===== config.mk =====
export PLATFORM = sky130hd
export DESIGN_NAME = sec_attr_unit
export DESIGN_NICKNAME = d
export VERILOG_FILES = /design/src/rtl/sau_pkg.sv /design/src/rtl/sau_cfg_regs.sv /design/src/rtl/sau_region_match.sv /design/src/rtl/sau_attr_resolve.sv /design/src/rtl/sec_attr_unit.sv
export SDC_FILE = /design/constraint.sdc
export NUM_CORES = 1
export LEC_CHECK = 0
export BUFFER_PORTS_ARGS = -buffer_cell sky130_fd_sc_hd__buf_2
export CORE_MARGIN = 2
export CORE_UTILIZATION = 29
export DETAILED_ROUTE_END_ITERATION = 12
export PLACE_DENSITY_LB_ADDON = 0.15
export SLEW_MARGIN = 10
export SYNTH_ARGS = -nofsm -noshare
export SYNTH_HDL_FRONTEND = slang
export SYNTH_HIERARCHICAL = 1
export SYNTH_SLANG_ARGS = --single-unit

===== constraint.sdc =====
create_clock -name clk -period 7.5 [get_ports clk]
set_input_delay 0 -clock clk [delete_from_list [all_inputs] [get_ports clk]]
set_output_delay 0 -clock clk [all_outputs]
set_load 0.02 [all_outputs]

===== src/rtl/sau_pkg.sv =====
package sau_pkg;

   typedef enum logic [1:0] {
      ATTR_SECURE = 2'd0,
      ATTR_NONSEC = 2'd1,
      ATTR_NSC    = 2'd2
   } attr_e;

   localparam logic [2:0] SEL_CTRL  = 3'd0;
   localparam logic [2:0] SEL_TYPE  = 3'd1;
   localparam logic [2:0] SEL_RNUM  = 3'd2;
   localparam logic [2:0] SEL_BASE  = 3'd3;
   localparam logic [2:0] SEL_LIMIT = 3'd4;

   localparam int RNUM_W = 8;

endpackage


===== src/rtl/sau_cfg_regs.sv =====
module sau_cfg_regs
   import sau_pkg::*;
#(
   parameter int NUM_REGIONS = 8,
   parameter int ADDR_W      = 32,
   parameter int GRAN_BITS   = 5,
   localparam int GW         = ADDR_W - GRAN_BITS,
   localparam int IDX_W      = (NUM_REGIONS > 1) ? $clog2(NUM_REGIONS) : 1
) (
   input  logic                            clk,
   input  logic                            rst_n,
   input  logic [2:0]                      reg_sel,
   input  logic                            reg_wr,
   input  logic [ADDR_W-1:0]               reg_wdata,
   output logic [ADDR_W-1:0]               reg_rdata,
   output logic                            unit_en,
   output logic                            all_ns,
   output logic [NUM_REGIONS-1:0][GW-1:0]  rgn_base,
   output logic [NUM_REGIONS-1:0][GW-1:0]  rgn_limit,
   output logic [NUM_REGIONS-1:0]          rgn_nsc,
   output logic [NUM_REGIONS-1:0]          rgn_en
);

   localparam logic [RNUM_W-1:0] NREG_L = RNUM_W'(NUM_REGIONS);

   logic [RNUM_W-1:0] rnum_q;
   logic              en_q;
   logic              allns_q;
   logic              sel_ok;
   logic [IDX_W-1:0]  sel_idx;
   logic              wr_rgn;
   logic              unused_wbits;

   assign sel_ok  = (rnum_q < NREG_L);
   assign sel_idx = rnum_q[IDX_W-1:0];
   assign wr_rgn  = reg_wr && sel_ok &&
                    ((reg_sel == SEL_BASE) || (reg_sel == SEL_LIMIT));
   assign unused_wbits = ^reg_wdata[GRAN_BITS-1:2];

   always_ff @(posedge clk or negedge rst_n) begin
      if (!rst_n) begin
         rnum_q  <= '0;
         en_q    <= 1'b0;
         allns_q <= 1'b0;
      end else if (reg_wr) begin
         if (reg_sel == SEL_CTRL) begin
            en_q    <= reg_wdata[0];
            allns_q <= reg_wdata[1];
         end
         if (reg_sel == SEL_RNUM) begin
            rnum_q <= reg_wdata[RNUM_W-1:0];
         end
      end
   end

   assign unit_en = en_q;
   assign all_ns  = allns_q;

   for (genvar i = 0; i < NUM_REGIONS; i++) begin : g_rgn
      logic [GW-1:0] base_q;
      logic [GW-1:0] lim_q;
      logic          nsc_q;
      logic          ena_q;
      logic          hit_sel;

      assign hit_sel = wr_rgn && (sel_idx == IDX_W'(i));

      always_ff @(posedge clk or negedge rst_n) begin
         if (!rst_n) begin
            base_q <= '0;
            lim_q  <= '0;
            nsc_q  <= 1'b0;
            ena_q  <= 1'b0;
         end else if (hit_sel) begin
            if (reg_sel == SEL_BASE) begin
               base_q <= reg_wdata[ADDR_W-1:GRAN_BITS];
            end else begin
               lim_q <= reg_wdata[ADDR_W-1:GRAN_BITS];
               nsc_q <= reg_wdata[1];
               ena_q <= reg_wdata[0];
            end
         end
      end

      assign rgn_base[i]  = base_q;
      assign rgn_limit[i] = lim_q;
      assign rgn_nsc[i]   = nsc_q;
      assign rgn_en[i]    = ena_q;
   end

   always_comb begin
      reg_rdata = '0;
      case (reg_sel)
         SEL_CTRL:  reg_rdata[1:0] = {allns_q, en_q};
         SEL_TYPE:  reg_rdata[RNUM_W-1:0] = NREG_L;
         SEL_RNUM:  reg_rdata[RNUM_W-1:0] = rnum_q;
         SEL_BASE: begin
            if (sel_ok) begin
               reg_rdata[ADDR_W-1:GRAN_BITS] = rgn_base[sel_idx];
            end
         end
         SEL_LIMIT: begin
            if (sel_ok) begin
               reg_rdata[ADDR_W-1:GRAN_BITS] = rgn_limit[sel_idx];
               reg_rdata[1] = rgn_nsc[sel_idx];
               reg_rdata[0] = rgn_en[sel_idx];
            end
         end
         default: reg_rdata = '0;
      endcase
   end

   // a write while the selector is out of range leaves all region storage alone
   assert_oor_write_hold_R5: assert property (@(posedge clk) disable iff (!rst_n)
      (reg_wr && !sel_ok) |=> ($stable(rgn_base) && $stable(rgn_limit)
                               && $stable(rgn_nsc) && $stable(rgn_en)));

   // a selector write lands in the selector register
   assert_rnum_write_R4: assert property (@(posedge clk) disable iff (!rst_n)
      (reg_wr && reg_sel == SEL_RNUM) |=> (rnum_q == $past(reg_wdata[RNUM_W-1:0])));

   // the count word is fixed whatever is written
   assert_type_fixed_R2: assert property (@(posedge clk) disable iff (!rst_n)
      (reg_sel == SEL_TYPE) |-> (reg_rdata == ADDR_W'(NUM_REGIONS)));

endmodule


===== src/rtl/sau_region_match.sv =====
module sau_region_match #(
   parameter int NUM_REGIONS = 8,
   parameter int GW          = 27
) (
   input  logic [GW-1:0]                   addr_gran,
   input  logic [NUM_REGIONS-1:0][GW-1:0]  rgn_base,
   input  logic [NUM_REGIONS-1:0][GW-1:0]  rgn_limit,
   input  logic [NUM_REGIONS-1:0]          rgn_en,
   output logic [NUM_REGIONS-1:0]          hit_vec
);

   for (genvar i = 0; i < NUM_REGIONS; i++) begin : g_cmp
      logic above_lo;
      logic below_hi;
      assign above_lo   = (addr_gran >= rgn_base[i]);
      assign below_hi   = (addr_gran <= rgn_limit[i]);
      assign hit_vec[i] = rgn_en[i] && above_lo && below_hi;
   end

endmodule


===== src/rtl/sau_attr_resolve.sv =====
module sau_attr_resolve
   import sau_pkg::*;
#(
   parameter int NUM_REGIONS = 8,
   localparam int IDX_W      = (NUM_REGIONS > 1) ? $clog2(NUM_REGIONS) : 1
) (
   input  logic                     clk,
   input  logic                     rst_n,
   input  logic                     unit_en,
   input  logic                     all_ns,
   input  logic [NUM_REGIONS-1:0]   hit_vec,
   input  logic [NUM_REGIONS-1:0]   rgn_nsc,
   output attr_e                    attr,
   output logic                     valid,
   output logic [RNUM_W-1:0]        region
);

   logic [IDX_W-1:0] first_idx;
   logic             found;
   logic             multi;

   always_comb begin
      first_idx = '0;
      found     = 1'b0;
      multi     = 1'b0;
      for (int i = 0; i < NUM_REGIONS; i++) begin
         if (hit_vec[i]) begin
            if (found) begin
               multi = 1'b1;
            end else begin
               found     = 1'b1;
               first_idx = IDX_W'(i);
            end
         end
      end
   end

   always_comb begin
      attr   = ATTR_SECURE;
      valid  = 1'b0;
      region = '0;
      if (!unit_en) begin
         attr = all_ns ? ATTR_NONSEC : ATTR_SECURE;
      end else if (found) begin
         valid  = 1'b1;
         region = RNUM_W'(first_idx);
         if (multi) begin
            attr = ATTR_SECURE;
         end else begin
            attr = rgn_nsc[first_idx] ? ATTR_NSC : ATTR_NONSEC;
         end
      end
   end

   // overlapping enabled regions never grant a non-secure attribute
   assert_overlap_secure_R8: assert property (@(posedge clk) disable iff (!rst_n)
      (unit_en && $countones(hit_vec) > 1) |-> (attr == ATTR_SECURE && valid));

   // no comparator fired means Secure without a hit
   assert_miss_secure_R7: assert property (@(posedge clk) disable iff (!rst_n)
      (unit_en && hit_vec == '0) |-> (attr == ATTR_SECURE && !valid && region == '0));

   // a switched-off unit never reports a matching region
   assert_off_no_hit_R3: assert property (@(posedge clk) disable iff (!rst_n)
      (!unit_en) |-> (!valid && region == '0));

   // the reported region is one whose comparator fired
   assert_region_matches_R6: assert property (@(posedge clk) disable iff (!rst_n)
      valid |-> hit_vec[region[IDX_W-1:0]]);

endmodule


===== src/rtl/sec_attr_unit.sv =====
module sec_attr_unit
   import sau_pkg::*;
#(
   parameter int NUM_REGIONS = 8,
   parameter int ADDR_W      = 32,
   parameter int GRAN_BITS   = 5
) (
   input  logic              clk,
   input  logic              rst_n,
   input  logic [2:0]        reg_sel,
   input  logic              reg_wr,
   input  logic [ADDR_W-1:0] reg_wdata,
   output logic [ADDR_W-1:0] reg_rdata,
   input  logic [ADDR_W-1:0] chk_addr,
   output logic [1:0]        chk_attr,
   output logic              chk_hit,
   output logic [7:0]        chk_region
);

   localparam int GW = ADDR_W - GRAN_BITS;

   if (NUM_REGIONS < 1 || NUM_REGIONS > 255) begin : g_bad_count
      $error("NUM_REGIONS must lie in 1..255");
   end
   if (GRAN_BITS < 2 || GRAN_BITS >= ADDR_W) begin : g_bad_gran
      $error("GRAN_BITS must be at least 2 and below ADDR_W");
   end
   if (ADDR_W < RNUM_W) begin : g_bad_width
      $error("ADDR_W must hold the 8-bit selector field");
   end

   logic                           unit_en;
   logic                           all_ns;
   logic [NUM_REGIONS-1:0][GW-1:0] rgn_base;
   logic [NUM_REGIONS-1:0][GW-1:0] rgn_limit;
   logic [NUM_REGIONS-1:0]         rgn_nsc;
   logic [NUM_REGIONS-1:0]         rgn_en;
   logic [NUM_REGIONS-1:0]         hit_vec;
   attr_e                          attr;
   logic                           unused_abits;

   assign unused_abits = ^chk_addr[GRAN_BITS-1:0];

   sau_cfg_regs #(
      .NUM_REGIONS (NUM_REGIONS),
      .ADDR_W      (ADDR_W),
      .GRAN_BITS   (GRAN_BITS)
   ) u_regs (
      .clk       (clk),
      .rst_n     (rst_n),
      .reg_sel   (reg_sel),
      .reg_wr    (reg_wr),
      .reg_wdata (reg_wdata),
      .reg_rdata (reg_rdata),
      .unit_en   (unit_en),
      .all_ns    (all_ns),
      .rgn_base  (rgn_base),
      .rgn_limit (rgn_limit),
      .rgn_nsc   (rgn_nsc),
      .rgn_en    (rgn_en)
   );

   sau_region_match #(
      .NUM_REGIONS (NUM_REGIONS),
      .GW          (GW)
   ) u_match (
      .addr_gran (chk_addr[ADDR_W-1:GRAN_BITS]),
      .rgn_base  (rgn_base),
      .rgn_limit (rgn_limit),
      .rgn_en    (rgn_en),
      .hit_vec   (hit_vec)
   );

   sau_attr_resolve #(
      .NUM_REGIONS (NUM_REGIONS)
   ) u_resolve (
      .clk     (clk),
      .rst_n   (rst_n),
      .unit_en (unit_en),
      .all_ns  (all_ns),
      .hit_vec (hit_vec),
      .rgn_nsc (rgn_nsc),
      .attr    (attr),
      .valid   (chk_hit),
      .region  (chk_region)
   );

   assign chk_attr = attr;

endmodule


==> metrics.txt <==
status=complete, no violations; Antenna Nets Post-Route=0; Max-slew headroom=0.168; FF-to-FF End=u_regs/g_rgn[6].base_q[13]; Crit. Startpoint=u_regs/g_rgn[3].base_q[26]; clock-pin slew on the worst setup and hold paths=0.06 ns; final setup TNS=0 ns; Initial DRC Count=1263; P per Cell Area=195 nW/µm²; most area-consuming cells after synthesis=dfrtp_1, ha_1, mux2_2; worst hold stages=3; PostCTS Resize Cnt=0; postcts setup bufs=0; Yosys top cell by area=dfrtp_1; reg-to-reg startpoint=u_regs/rnum_q[6]; Lkg Pwr=16.3 nW; IO Pins=113; Final Hold Viols=0; Slew Viols, Final=0; Worst setup EP type=output port; Final setup viols=0; RSZ-0062 raised after global routing=no; Initial Utilization=0.293; layout cells sized above 1=0.276; worst reg-to-reg path cell count=5; Root Buffer=clkbuf_16; Port Buffer Count=102; Setup CP Type=reg -> out; Required @ worst endpoint=7.50 ns; final WL=110000 µm; Critical Path AT=5.84 ns; Worst-Margin Slew=1.24 ns; die span in x=336 µm; CTS tree=built; per-cell routed wire length=25.0 µm; core area=109000 µm²; final net count=3452; Post-synth EDFFs=0; drt pass-1 iters=6; yosys warns=6; vias per inst=5.22; final worst-path cycle share=0.779; hold path start=reg_wdata[2]; die height=336 µm; area fraction of the dominant cell type after synthesis=0.359; die area=113000 µm²; crit path launch type=register; post-synthesis sequential area ratio=0.359; Synth Register Bits=458; maximum VDD drop=0.167 mV; Core Util, Final=0.332; asr flop ratio synth=1.00; Clock Latency Late Sink=0.64 ns; CP max FO=7; maximum clock frequency=171 MHz; vias=23000; Hold EP=u_regs/rnum_q[2]; Gate Count Post-Synth=2846; Main synth FF type=dfrtp_1; total global routing overflow=0; initial antenna violation count=4; first-pass GRT wire length=164000 µm; row cnt=121; H-tree depth reported by CTS=2; CTS sink count=458; clock skew=0.0170 ns; Period minus WS final=5.84 ns; Synth cell types=67; Num CTS Buffers=57; worst min path class=in -> reg; DR DRC count=0; RePlAce Congestion=0.882; largest net degree at the start of global routing=132; Detail Placement HPWL=78700 µm; layout overhead on the synthesized area=13.3%; Synth Area per Inst=11.2 µm²; number of global-route vias before repair=24300; GRT Overall Usage=0.197; Max-cap violations=0; Netlist Area Pre-Place=31900 µm²; Worst R2R Setup Slack=3.65 ns; clock tree buffer depth=3
layer usage:
layer	vias up	track usage	wire, µm
met2	438	0.336	53600
met4	0	0.0624	3450
met3	136	0.0216	3850
met1	11900	0.259	49300
met5	-	0	0
li1	10500	-	-
layout make-up:
cell class                      count  area [µm²]
Multi-Input combinational cell   1829       18300
Inverter                          426        1600
Clock buffer                       89        1720
Clock inverter                     10         106
Fill cell                       11000       72800
Tap cell                         1414        1770
Antenna cell                        2        5.00
Timing Repair Buffer              178        1220
Sequential cell                   458       11500
flip-flops by register name, summed over array words and instances, names as in the netlist:
name	count
u_regs/g_rgn.nsc_q	8
u_regs/g_rgn.base_q	216
u_regs/unit_en	1
u_regs/g_rgn.ena_q	8
u_regs/rnum_q	8
u_regs/g_rgn.lim_q	216
u_regs/all_ns	1
worst max path at each step:
stage / cells after the start / endpoint / slack (ns)
3_5_place_dp: 14 / chk_attr[1] / 2.32
2_1_floorplan: 14 / chk_attr[0] / 4.00
6_report: 14 / chk_attr[1] / 1.66
3_3_place_gp: 14 / chk_attr[1] / 2.41
4_1_cts: 14 / chk_attr[1] / 1.61
5_1_grt: 14 / chk_attr[1] / 1.47
cells by family (layout without fill, tap and decap cells):
family	after synthesis	after routing	share of synthesized area
AOI/OAI and AO/OA	389	389	0.0771
buffers and inverters	563	703	0.0704
adders and majority gates	433	433	0.170
DFF	458	458	0.359
and+or+nand+nor	373	373	0.0618
muxes	629	629	0.262
other	1	7	0.000118
Yosys cell counts, types with 5 or more instances:
cell	n
o22ai_1	28
buf_1	18
mux2_2	439
nand3_1	64
a2111oi_0	6
nor2_1	57
a21o_1	43
a221o_1	5
mux2i_1	58
nand3b_1	7
ha_1	432
inv_1	426
a211oi_1	37
o21bai_1	7
o21ai_0	56
nor2b_1	15
mux2_4	20
nor3_1	24
mux4_2	112
nand2_1	90
a221oi_1	6
nand4_1	57
o21ai_1	7
buf_2	19
clkbuf_1	74
a31oi_1	7
buf_4	23
o31ai_1	9
nand2b_1	7
nor4_1	10
dfrtp_1	458
a21oi_1	139
and3_1	14
worst max-delay path: stages, from the launching register on:
cell and delay, ns:
dfrtp_1 0.38, inv_1 0.06, ha_1 0.30, nand3_1 0.12, nor3_1 0.97, nand4_1 0.45
a21o_1 0.32, o311a_1 0.17, a211oi_1 0.94, nor2_1 0.11, a221oi_1 0.49, a41oi_1 0.12
nor4_2 0.42, o21ba_1 0.18, buf_2 0.16
layout by cell type (no fill, tap or decap), types with 7 or more instances in the layout:
cell           instances
dfrtp_1              455
mux2_2               439
ha_1                 432
inv_1                426
a21oi_1              139
mux4_2               112
buf_2                101
nand2_1               90
clkbuf_16             59
nand3_1               58
mux2i_1               58
nor2_1                57
nand4_1               57
o21ai_0               56
a21o_1                43
dlygate4sd3_1         40
a211oi_1              37
buf_4                 34
o22ai_1               28
nor3_1                23
mux2_4                20
clkbuf_1              17
nor2b_1               15
and3_1                14
clkbuf_8              13
nor4_1                 9
o31ai_1                9
nand2b_1               7
o21bai_1               7
o21ai_1                7
nand3b_1               7
a31oi_1                7
where the power goes:
group	internal (mW)	leakage, nW	switching (mW)	total (mW)
Clock	1.62	0.897	1.13	2.75
Combinational	0.637	9.04	0.820	1.46
Sequential	2.63	6.32	0.205	2.84
Total	4.89	16.3	2.16	7.05
repair_timing:
item	in CTS	in global routing
hold buffers	41	0
setup endpoints to repair	0	0
endpoints found under the hold margin	735	0
through the flow:
step	setup slack (ns)	hold WS [ns]	area (µm²)	instances	total power, mW
4_1_cts	1.61	0.104	36100	4404	7.16
2_1_floorplan	4.00	-0.296	31900	2850	3.76
3_3_place_gp	2.41	-0.0755	33900	4264	4.30
5_1_grt	1.47	0.140	36100	4404	7.43
6_report	1.66	0.147	36200	4406	7.05
3_5_place_dp	2.32	-0.0711	33900	4264	4.33
(Power assumes the default switching activity.)
